===== config.mk =====
export PLATFORM = sky130hd
export DESIGN_NAME = rst_cause_regs
export DESIGN_NICKNAME = d
export VERILOG_FILES = /design/src/rtl/rcs_pkg.sv /design/src/rtl/rcs_cause_bank.sv /design/src/rtl/rcs_level_reg.sv /design/src/rtl/rcs_bus_port.sv /design/src/rtl/rst_cause_regs.sv
export SDC_FILE = /design/constraint.sdc
export NUM_CORES = 1
export LEC_CHECK = 0
export BUFFER_PORTS_ARGS = -buffer_cell sky130_fd_sc_hd__buf_2
export CAP_MARGIN = 20
export CELL_PAD_IN_SITES_DETAIL_PLACEMENT = 0
export CELL_PAD_IN_SITES_GLOBAL_PLACEMENT = 1
export CORE_MARGIN = 2
export CORE_UTILIZATION = 30
export CTS_CLUSTER_SIZE = 30
export DETAILED_ROUTE_END_ITERATION = 7
export GPL_TIMING_DRIVEN = 0
export PLACE_DENSITY = 0.77
export SLEW_MARGIN = 10
export SYNTH_ARGS = -nofsm -noshare
export SYNTH_HDL_FRONTEND = slang
export SYNTH_HIERARCHICAL = 1
export SYNTH_SLANG_ARGS = --single-unit

===== constraint.sdc =====
create_clock -name clk -period 2.08 [get_ports clk]
set_input_delay 0.208 -clock clk [delete_from_list [all_inputs] [get_ports clk]]
set_output_delay 0.208 -clock clk [all_outputs]
set_load 0.005 [all_outputs]

===== src/rtl/rcs_pkg.sv =====
package rcs_pkg;
  localparam int CAUSE_N = 4;
  localparam int CB_HW   = 0;
  localparam int CB_WDT  = 1;
  localparam int CB_SLP  = 2;
  localparam int CB_GPIO = 3;
  localparam logic [CAUSE_N-1:0] CAUSE_RST = 4'b0001;

  typedef enum logic [1:0] {
    SEL_CAUSE = 2'd0,
    SEL_LEVEL = 2'd1,
    SEL_NONE  = 2'd2
  } reg_sel_e;
endpackage


===== src/rtl/rcs_cause_bank.sv =====
module rcs_cause_bank
  import rcs_pkg::*;
(
  input  logic               clk,
  input  logic               rst_n,
  input  logic [CAUSE_N-1:0] ev,
  input  logic               clr_we,
  input  logic [CAUSE_N-1:0] clr_mask,
  output logic [CAUSE_N-1:0] cause_q
);

  for (genvar i = 0; i < CAUSE_N; i++) begin : g_bit
    logic bit_d;
    logic bit_en;
    logic bit_q;

    if (i == CB_HW) begin : g_hw
      always_comb begin
        bit_en = ev[i] | (clr_we & clr_mask[i]);
        bit_d  = ev[i];
      end
    end else begin : g_other
      always_comb begin
        bit_en = ev[i] | ev[CB_HW] | (clr_we & clr_mask[i]);
        bit_d  = ev[i];
      end
    end

    always_ff @(posedge clk or negedge rst_n) begin
      if (!rst_n) begin
        bit_q <= CAUSE_RST[i];
      end else if (bit_en) begin
        bit_q <= bit_d;
      end
    end

    assign cause_q[i] = bit_q;
  end

endmodule


===== src/rtl/rcs_level_reg.sv =====
module rcs_level_reg #(
  parameter int NUM_PINS = 17
) (
  input  logic                clk,
  input  logic                rst_n,
  input  logic                clear,
  input  logic                we,
  input  logic [NUM_PINS-1:0] wdata,
  output logic [NUM_PINS-1:0] level_q
);

  logic [NUM_PINS-1:0] level_d;
  logic                level_en;

  always_comb begin
    level_en = clear | we;
    level_d  = clear ? '0 : wdata;
  end

  always_ff @(posedge clk or negedge rst_n) begin
    if (!rst_n) begin
      level_q <= '0;
    end else if (level_en) begin
      level_q <= level_d;
    end
  end

endmodule


===== src/rtl/rcs_bus_port.sv =====
module rcs_bus_port
  import rcs_pkg::*;
#(
  parameter int ADDR_W   = 4,
  parameter int DATA_W   = 32,
  parameter int NUM_PINS = 17
) (
  input  logic                clk,
  input  logic                rst_n,
  input  logic                bus_sel,
  input  logic                bus_wr,
  input  logic                bus_rd,
  input  logic [ADDR_W-1:0]   bus_addr,
  input  logic [CAUSE_N-1:0]  cause_q,
  input  logic [NUM_PINS-1:0] level_q,
  output logic                cause_clr_we,
  output logic                level_we,
  output logic [DATA_W-1:0]   bus_rdata
);

  localparam int IDX_W = ADDR_W - 2;

  logic [IDX_W-1:0] word_idx;
  reg_sel_e         reg_sel;
  logic [DATA_W-1:0] rdata_d;
  logic             rdata_en;
  logic [1:0]       unused_lsb;

  assign word_idx   = bus_addr[ADDR_W-1:2];
  assign unused_lsb = bus_addr[1:0];

  always_comb begin
    if (word_idx == IDX_W'(0)) begin
      reg_sel = SEL_CAUSE;
    end else if (word_idx == IDX_W'(1)) begin
      reg_sel = SEL_LEVEL;
    end else begin
      reg_sel = SEL_NONE;
    end
  end

  always_comb begin
    cause_clr_we = bus_sel & bus_wr & (reg_sel == SEL_CAUSE);
    level_we     = bus_sel & bus_wr & (reg_sel == SEL_LEVEL);
    rdata_en     = bus_sel & bus_rd;
    rdata_d      = '0;
    case (reg_sel)
      SEL_CAUSE: rdata_d[CAUSE_N-1:0]  = cause_q;
      SEL_LEVEL: rdata_d[NUM_PINS-1:0] = level_q;
      default:   rdata_d = '0;
    endcase
  end

  always_ff @(posedge clk or negedge rst_n) begin
    if (!rst_n) begin
      bus_rdata <= '0;
    end else if (rdata_en) begin
      bus_rdata <= rdata_d;
    end
  end

endmodule


===== src/rtl/rst_cause_regs.sv =====
module rst_cause_regs
  import rcs_pkg::*;
#(
  parameter int ADDR_W   = 4,
  parameter int DATA_W   = 32,
  parameter int NUM_PINS = 17
) (
  input  logic                clk,
  input  logic                rst_n,
  input  logic                ev_hw,
  input  logic                ev_wdt,
  input  logic                ev_slp,
  input  logic                ev_gpio,
  input  logic                bus_sel,
  input  logic                bus_wr,
  input  logic                bus_rd,
  input  logic [ADDR_W-1:0]   bus_addr,
  input  logic [DATA_W-1:0]   bus_wdata,
  output logic [DATA_W-1:0]   bus_rdata,
  output logic [NUM_PINS-1:0] sleep_level
);

  logic [CAUSE_N-1:0]  ev_vec;
  logic [CAUSE_N-1:0]  cause_q;
  logic [NUM_PINS-1:0] level_q;
  logic                cause_clr_we;
  logic                level_we;
  logic                level_clear;
  logic [DATA_W-NUM_PINS-1:0] unused_wdata;

  always_comb begin
    ev_vec          = '0;
    ev_vec[CB_HW]   = ev_hw;
    ev_vec[CB_WDT]  = ev_wdt;
    ev_vec[CB_SLP]  = ev_slp;
    ev_vec[CB_GPIO] = ev_gpio;
    level_clear     = ev_hw | ev_wdt | ev_gpio;
  end

  assign unused_wdata = bus_wdata[DATA_W-1:NUM_PINS];

  rcs_cause_bank u_cause (
    .clk      (clk),
    .rst_n    (rst_n),
    .ev       (ev_vec),
    .clr_we   (cause_clr_we),
    .clr_mask (bus_wdata[CAUSE_N-1:0]),
    .cause_q  (cause_q)
  );

  rcs_level_reg #(.NUM_PINS(NUM_PINS)) u_level (
    .clk     (clk),
    .rst_n   (rst_n),
    .clear   (level_clear),
    .we      (level_we),
    .wdata   (bus_wdata[NUM_PINS-1:0]),
    .level_q (level_q)
  );

  rcs_bus_port #(
    .ADDR_W   (ADDR_W),
    .DATA_W   (DATA_W),
    .NUM_PINS (NUM_PINS)
  ) u_bus (
    .clk          (clk),
    .rst_n        (rst_n),
    .bus_sel      (bus_sel),
    .bus_wr       (bus_wr),
    .bus_rd       (bus_rd),
    .bus_addr     (bus_addr),
    .cause_q      (cause_q),
    .level_q      (level_q),
    .cause_clr_we (cause_clr_we),
    .level_we     (level_we),
    .bus_rdata    (bus_rdata)
  );

  assign sleep_level = level_q;

endmodule


Word level (Yosys, flattened, before mapping):

Index checks and enable logic that the tools add are counted.

* flip-flop bits (word level): 38
* word-level logic and storage cells: 32
* bits in latches: 0
* RAM bits: 0
* ROM bits: 0
* memories: 0

* $lt $le $gt $ge: 0
* $mul: 0
* equality and inequality tests: 2
* reduce and logical (&&, ||, !) cells: 2
* divide/modulo/power cells: 0
* bitwise operators: 17
* multiplexer cells: 5
* shift-type cells: 0
* add/subtract/negate cells: 0

Operators with widths (count)
* $mux 17: 1
* $mux 13: 1
* $or 1x1->1: 9
* $and 1x1->1: 8
* $pmux 4 s2: 1
* $eq 2x1->1 const B: 2
* $logic_not 2->1: 2
* $mux 2: 2

Longest topological paths before layout:

Gate-level depths: netlist of run 1.

* depth in word-level cells: 7
* gate-level depth with buffers: 6
* mapped depth without buffers: 4

Cells and area by module:

Netlist of run 1, hierarchy kept.

By module, submodules not included
* rcs_bus_port: area each 818.3 sq um, cells an instance 63, sequential area each 425.4 sq um, times used 1
* rcs_level_reg: area each 699.4 sq um, cells an instance 55, sequential area each 425.4 sq um, times used 1
* rcs_cause_bank: area each 183.9 sq um, cells an instance 17, sequential area each 101.3 sq um, times used 1
* rst_cause_regs: area each 6.3 sq um, cells an instance 1, sequential area each 0.0 sq um, times used 1

Worst setup path before layout of run 1:

Ideal clock, no wire load.

* path kind: input to register
* start: input port bus_addr[2]
* end: register u_level.level_q[10]
* slack: 0.895 ns
* path buffers: 3
* arrival: 1.064 ns
* data required time: 1.959 ns
* stages on the path: 6
* setup time: 0.121 ns
* cell sequence: buf_6 > nor3b_1 > buf_6 > buf_12 > mux2i_1 > nor2_1

* word-level cells in the longest chain between the ends: 6
* elaborated cells between the ends (all ways): 7

Ends and longest elaborated chain
* start, declared: line rst_cause_regs.sv:17 `input logic [ADDR_W-1:0] bus_addr,`
* $eq 2x1->1: line rcs_bus_port.sv:35 `end else if (word_idx == IDX_W'(1)) begin`
* $mux 2: line rcs_bus_port.sv:35
* $mux 2 (*): line rcs_bus_port.sv:33 `if (word_idx == IDX_W'(0)) begin`
* $eq 2x1->1 (*): line rcs_bus_port.sv:44 `level_we = bus_sel & bus_wr & (reg_sel == SEL_LEVEL);`
* $and 1x1->1 (*): line rcs_bus_port.sv:44
* via level_we: line rst_cause_regs.sv:27 `logic level_we;`
* $or 1x1->1 (*): line rcs_level_reg.sv:16 `level_en = clear | we;`
* end signal, assigned: line rcs_level_reg.sv:24 `level_q <= level_d;`
* end, declared: line rcs_level_reg.sv:9 `output logic [NUM_PINS-1:0] level_q`

The timed path passes the listed nets; every way through them passes the cells marked *.
A chain may end at the register's enable or synchronous reset.

Worst setup path after layout of run 1:

* start: input port bus_sel
* end: register u_level.level_q[11]

* word-level cells in the longest chain between the ends: 3

Ends and longest elaborated chain
* start, declared: line rst_cause_regs.sv:14 `input logic bus_sel,`
* $and 1x1->1 (2 in a row): line rcs_bus_port.sv:44
* via level_we: line rst_cause_regs.sv:27
* $or 1x1->1: line rcs_level_reg.sv:16

The timed path passes the listed nets, and every way through them passes these cells.

==> results of run 1 <==
## final cells by class
class                      count  share of cell area [%]
clock inverter                 3                    1.99
sequential                    38                    42.0
tap                           72                    3.98
clock buffer                   5                    3.04
timing repair buffer          60                    13.3
buffer                        26                    9.28
multi-input combinational     85                    26.2
inverter                       1                   0.166
## cells in the mapped netlist
library cell	instances	share of area [%]
a21o_1	1	0.44
a22o_2	13	7.6
a31o_1	3	1.5
and4b_4	1	0.81
buf_12	1	1.2
buf_2	2	0.59
buf_4	19	8.4
buf_6	3	2.0
clkbuf_1	1	0.22
conb_1	1	0.22
dfrtp_1	37	54
dfstp_2	1	1.5
inv_1	1	0.22
mux2i_1	21	12
nand2_1	5	1.1
nand2_2	1	0.37
nand3b_1	1	0.44
nor2_1	17	3.7
nor3_1	1	0.29
nor3b_1	1	0.44
o2bb2ai_1	4	2.1
or3_1	1	0.37
## flip-flops by register name (all words and copies together) (netlist names)
register / cells
u_bus/bus_rdata: 17
u_cause/g_bit.bit_q: 4
u_level/level_q: 17
## final timing paths
path | start | to | slack [ns] | cells past startpoint
hold / removal | rst_n | u_bus/bus_rdata[9] | 0.01 | 1
min in group clk | ev_slp | u_cause/g_bit[2].bit_q | 0.11 | 2
setup / recovery | bus_sel | u_level/level_q[11] | 0.95 | 7
hold reg to reg | u_bus/bus_rdata[2] | u_bus/bus_rdata[2] | 0.49 | 1
max in group asynchronous | rst_n | u_cause/g_bit[3].bit_q | 1.53 | 1
setup reg to reg | u_cause/g_bit[0].bit_q | u_bus/bus_rdata[0] | 1.19 | 3
## power groups by stage
stage          Sequential [W]  Clock, W  Combinational [W]
3_5_place_dp         0.000774         0           0.000146
3_3_place_gp         0.000775         0           0.000144
4_1_cts              0.000760  0.000646           0.000146
5_1_grt              0.000762  0.000683           0.000161
2_1_floorplan        0.000774         0          0.0000807
6_report             0.000760  0.000625           0.000144
## through the flow
stage	worst slack [ns]	utilization (%)	area [µm²]	hold WS, ns	power [W]
after floorplan	0.895	-	1760	-0.0876	0.000855
after detailed placement	0.648	39.1	2150	0.362	0.000920
after global placement	0.691	39.1	2150	0.361	0.000919
after global routing	0.848	41.1	2260	0.0780	0.00161
after CTS	0.952	41.1	2260	0.0438	0.00155
final	0.953	41.1	2260	0.0149	0.00153
## per-layer routing
layer  global-route usage [%]  vias up
met5                        0        -
met4                     4.14        0
met3                     4.64        2
met2                     18.3       43
met1                     16.4      591
li1                         -      600
## kinds of logic (layout without fill, tap and decap cells)
family                 count (synthesis)  in the layout  share of synthesized area [%]
buffers and inverters                 27             95                           12.5
DFF                                   38             38                           55.8
AOI/OAI and AO/OA                     21             21                           11.6
and+or+nand+nor                       28             28                           7.55
other                                  1             15                          0.220
muxes                                 21             21                           12.3
==> impl_metrics.env, run 1 <==
export IMPL_dieWidth_um=79.5
export IMPL_finalHoldViolCount=0
export IMPL_fin_worst_skew_ns=0.00446
export IMPL_dr_pass1_iters=4
export IMPL_worstSkewPairLatency_ns=0.29
export IMPL_slowest_delay_ns=0.26
export IMPL_hp_class="input pin to async pin"
export IMPL_initial_core_util_pct=31.0
export IMPL_final_common_cell="buf_2"
export IMPL_layout_common_cells="62 x buf_2, 37 x dfrtp_1, 21 x mux2i_1"
export IMPL_gr_total_overflow=0
export IMPL_drt_iter0_markers=51
export IMPL_power_switching_w=0.000346
export IMPL_ir_worst_vdd_mv=0.256
export IMPL_final_cells=290
export IMPL_ys_ff_latch=38
export IMPL_power_share_switching_pct=22.6
export IMPL_p_leak_nw=1.18
export IMPL_pwr_share_comb_pct=9.5
export IMPL_grt_first_pass_wirelength_mm=5.83
export IMPL_drc=0
export IMPL_path_cells="buf_2, nand2_1, nor3b_1, buf_6, buf_12, mux2i_1, nor2_1"
export IMPL_hold_buffers=0
export IMPL_path_delay_family="buffers and inverters"
export IMPL_grt_pass1_vias=1163
export IMPL_io_buffers=60
export IMPL_detail_route_antenna_nets=0
export IMPL_cts_tree="yes"
export IMPL_maxSlewHeadroom_pct=44.3
export IMPL_syn_area_mm2=0.00171
export IMPL_area_growth_pct=32.6
export IMPL_io_pins=94
export IMPL_seq_area_um2=952
export IMPL_wl_met1_mm=1.66
export IMPL_post_cts_buffers=0
export IMPL_rsz0062_at_grt="false"
export IMPL_totalWireLength_mm=3.67
export IMPL_worst_pin_slew_ns=0.835
export IMPL_rows=27
export IMPL_worstPathArrival_ns=1.30
export IMPL_end_kind="register"
export IMPL_required_ns=2.25
export IMPL_crit_fanout=10
export IMPL_antenna_found_initial=0
export IMPL_p_int_w=0.00118
export IMPL_die_area_mm2=0.00631
export IMPL_final_layout_size_suffix_gt1_share_pct=50.0
export IMPL_wl_met2_mm=1.74
export IMPL_coreArea_mm2=0.00551
export IMPL_postSynthCellCount=136
export IMPL_wire_per_inst_um=12.7
export IMPL_startpoint_type="input pin"
export IMPL_worstSetupPathType="input pin to register"
export IMPL_multi_input_area_um2=594
export IMPL_highest_signal_layer="met4"
export IMPL_final_nets=262
export IMPL_fin_tns_setup_ns=0
export IMPL_clock_power_share_pct=40.9
export IMPL_diodes=0
export IMPL_hpwl_mm=2.74
export IMPL_avgSynthCellArea_um2=12.6
export IMPL_routed_via_count=1236
export IMPL_outcome="finished, final reports clean"
export IMPL_finalMaxSlewViolations=0
export IMPL_synth_distinct_cells=22
export IMPL_grt_max_degree=39
export IMPL_setup_viol=0
export IMPL_cts_resized=0
export IMPL_dieHeight_um=79.5
export IMPL_cts_buffer_depth=2
export IMPL_period_share_pct=54.2
export IMPL_h_tree_depth=2
export IMPL_p_per_area_mw_per_mm2=675
export IMPL_fmax_ghz=0.887
export IMPL_maxCapViolCount=0
export IMPL_final_min_clock_period_ns=1.13
export IMPL_placed_cells=282
export IMPL_numCtsBuffers=5
export IMPL_clockRootBuffer="clkbuf_8"
export IMPL_viasPerCell=4.26
export IMPL_wl_met3_um=235
export IMPL_yosysWarnings=6
export IMPL_crit_buf_inv=3
export IMPL_crit_path_top_delay_cell="nor3b_1"
export IMPL_clock_sinks=38
export IMPL_fillers=579
export IMPL_grt_usage_pct=12.3
export IMPL_path_clk_slew_ns=0.08
export IMPL_place_gp_congestion=0.735
export IMPL_seq_area_frac_synth_pct=55.8
export IMPL_power_frac_seq_pct=49.7
No activity file was read; power rests on OpenSTA's default activity.
==> run 2: changes to the inputs <==
CORE_UTILIZATION = 29   (was 30)
PLACE_DENSITY = 0.78   (was 0.77)
clock period = 0.9 ns   (was 2.08 ns; I/O delays follow)
==> run 2 against run 1 <==
  * Sequential cell count did not move
  * Cell count increased by 9.0%
  * Combinational power grew to 2.6 times the previous value
  * Via count increased by 7.3%
  * Critical path type is now register to output port
  * Final area is 9.8% higher
  * Hold slack worse by 0.11 ns
  * The flow now finishes with violations (negative hold slack, negative setup slack)
==> impl_metrics.env, run 2 (synthesis gave the netlist of run 1 again) <==
export IMPL_path_cells="buf_2"
export IMPL_fin_worst_skew_ns=0.00347
export IMPL_power_share_switching_pct=23.0
export IMPL_hold_buffers=2
export IMPL_final_util_pct=44.4
export IMPL_drc=0
export IMPL_gr_total_overflow=0
export IMPL_top_regs="u_bus/bus_rdata x17, u_level/level_q x17, u_cause/g_bit.bit_q x4"
export IMPL_area_growth_pct=45.6
export IMPL_layout_common_cells="61 x buf_2, 44 x buf_4, 37 x dfrtp_1"
export IMPL_pwr_share_comb_pct=11.3
export IMPL_p_leak_nw=1.34
export IMPL_period_share_pct=101
export IMPL_placed_cells=282
export IMPL_p_int_w=0.00256
export IMPL_hp_class="input pin to async pin"
export IMPL_io_buffers=60
export IMPL_numCtsBuffers=5
export IMPL_path_clk_slew_ns=0.07
export IMPL_fmax_ghz=1.10
export IMPL_dr_pass1_iters=3
export IMPL_p_total_w=0.00332
export IMPL_clock_power_share_pct=35.8
export IMPL_multi_input_area_um2=612
export IMPL_drt_iter0_markers=52
export IMPL_cts_tree="yes"
export IMPL_antenna_found_initial=0
export IMPL_grt_pass1_vias=1277
export IMPL_grt_max_degree=39
export IMPL_maxSlewHeadroom_pct=44.2
export IMPL_clock_sinks=38
export IMPL_crit_path_top_delay_cell="dfrtp_1"
export IMPL_setup_viol=3
export IMPL_p_per_area_mw_per_mm2=1340
export IMPL_rsz0062_at_grt="true"
export IMPL_final_layout_size_suffix_gt1_share_pct=56.1
export IMPL_place_gp_congestion=0.745
export IMPL_fin_ws_ns=-0.00649
export IMPL_final_nets=288
export IMPL_path_delay_family="flip-flops"
export IMPL_ir_worst_vdd_mv=0.750
export IMPL_crit_fanout=3
export IMPL_power_switching_w=0.000763
export IMPL_slowest_delay_ns=0.40
export IMPL_final_min_clock_period_ns=0.906
export IMPL_outcome="finished with violations"
export IMPL_initial_core_util_pct=30.5
export IMPL_hold_ws_ns=-0.0936
export IMPL_grt_first_pass_wirelength_mm=6.21
export IMPL_finalHoldViolCount=37
export IMPL_maxCapViolCount=0
export IMPL_crit_buf_inv=1
export IMPL_viasPerCell=4.20
export IMPL_coreArea_mm2=0.00561
export IMPL_dieWidth_um=80.7
export IMPL_end_kind="output port"
export IMPL_final_common_cell="buf_2"
export IMPL_grt_usage_pct=13.0
export IMPL_worstPathArrival_ns=0.82
export IMPL_die_area_mm2=0.00652
export IMPL_place_area_mm2=0.00216
export IMPL_seq_area_um2=952
export IMPL_cts_buffer_depth=2
export IMPL_power_frac_seq_pct=52.9
export IMPL_worstSkewPairLatency_ns=0.28
export IMPL_fillers=587
export IMPL_finalMaxSlewViolations=0
export IMPL_worstSetupPathType="register to output port"
export IMPL_startpoint_type="register"
export IMPL_h_tree_depth=2
export IMPL_dieHeight_um=80.7
export IMPL_clockRootBuffer="clkbuf_8"
export IMPL_totalWireLength_mm=4.14
export IMPL_detail_route_antenna_nets=0
export IMPL_worst_pin_slew_ns=0.837
export IMPL_wire_per_inst_um=13.1
export IMPL_final_cells=316
export IMPL_design_area_mm2=0.00249
export IMPL_routed_via_count=1326
export IMPL_diodes=0
export IMPL_dpl_worst_slack_ns=-0.380
export IMPL_required_ns=0.81
export IMPL_violations="negative hold slack, negative setup slack"
export IMPL_hpwl_mm=2.91
export IMPL_io_pins=94
export IMPL_rows=27
==> run 2: power groups by stage <==
stage                     registers [W]  logic (W)  clock network (W)
after global placement          0.00179   0.000339                  0
final                           0.00176   0.000376            0.00119
after global routing            0.00176   0.000417            0.00132
after CTS                       0.00176   0.000371            0.00125
after floorplan                 0.00179   0.000189                  0
after detailed placement        0.00179   0.000341                  0
==> run 2: per-layer routing <==
layer / share of wire [%] / vias up / track usage, % / routed length, µm
li1: - / 650 / - / -
met1: 44 / 627 / 16.9 / 1840
met2: 48 / 44 / 20.6 / 2000
met3: 5.9 / 5 / 2.89 / 244
met4: 1.5 / 0 / 6.10 / 64
met5: 0 / - / 0 / 0
==> run 2: path summary, 6_finish.rpt <==
path	slack, ns	depth (start not counted)	end	start
worst min register to register	0.51	1	u_bus/bus_rdata[6]	u_bus/bus_rdata[6]
worst min-delay path	-0.09	1	u_bus/bus_rdata[4]	rst_n
min in group clk	0.02	2	u_cause/g_bit[3].bit_q	ev_gpio
worst max-delay path	-0.006	1	sleep_level[13]	u_level/level_q[13]
worst max register to register	0.04	2	u_bus/bus_rdata[16]	u_level/level_q[16]
max in group asynchronous	0.47	1	u_level/level_q[15]	rst_n
==> run 2: area by class of cell <==
type | count | share of cell area [%]
buffer | 24 | 8.25
tap | 72 | 3.62
inverter | 1 | 0.151
multi-input combinational | 85 | 24.6
timing repair buffer | 88 | 21.4
sequential | 38 | 38.3
clock inverter | 1 | 0.201
clock buffer | 7 | 3.47
==> run 2: per-stage QoR <==
stage / TNS, ns / hold slack [ns]
6_report: -0.0112 / -0.0936
2_1_floorplan: -0.934 / -0.206
3_5_place_dp: -6.34 / 0.246
4_1_cts: -0.198 / -0.0659
3_3_place_gp: -6.09 / 0.243
5_1_grt: -0.769 / -0.0222
==> run 2: repair_timing <==
| action | in CTS | in global routing |
|---|---|---|
| pin swaps | 0 | 2 |
| resized for setup | 1 | 3 |
| buffers inserted | 19 | 6 |
| endpoints found under the setup margin | 37 | 48 |
| endpoints found under the hold margin | 39 | 37 |
| cloned | 0 | 1 |
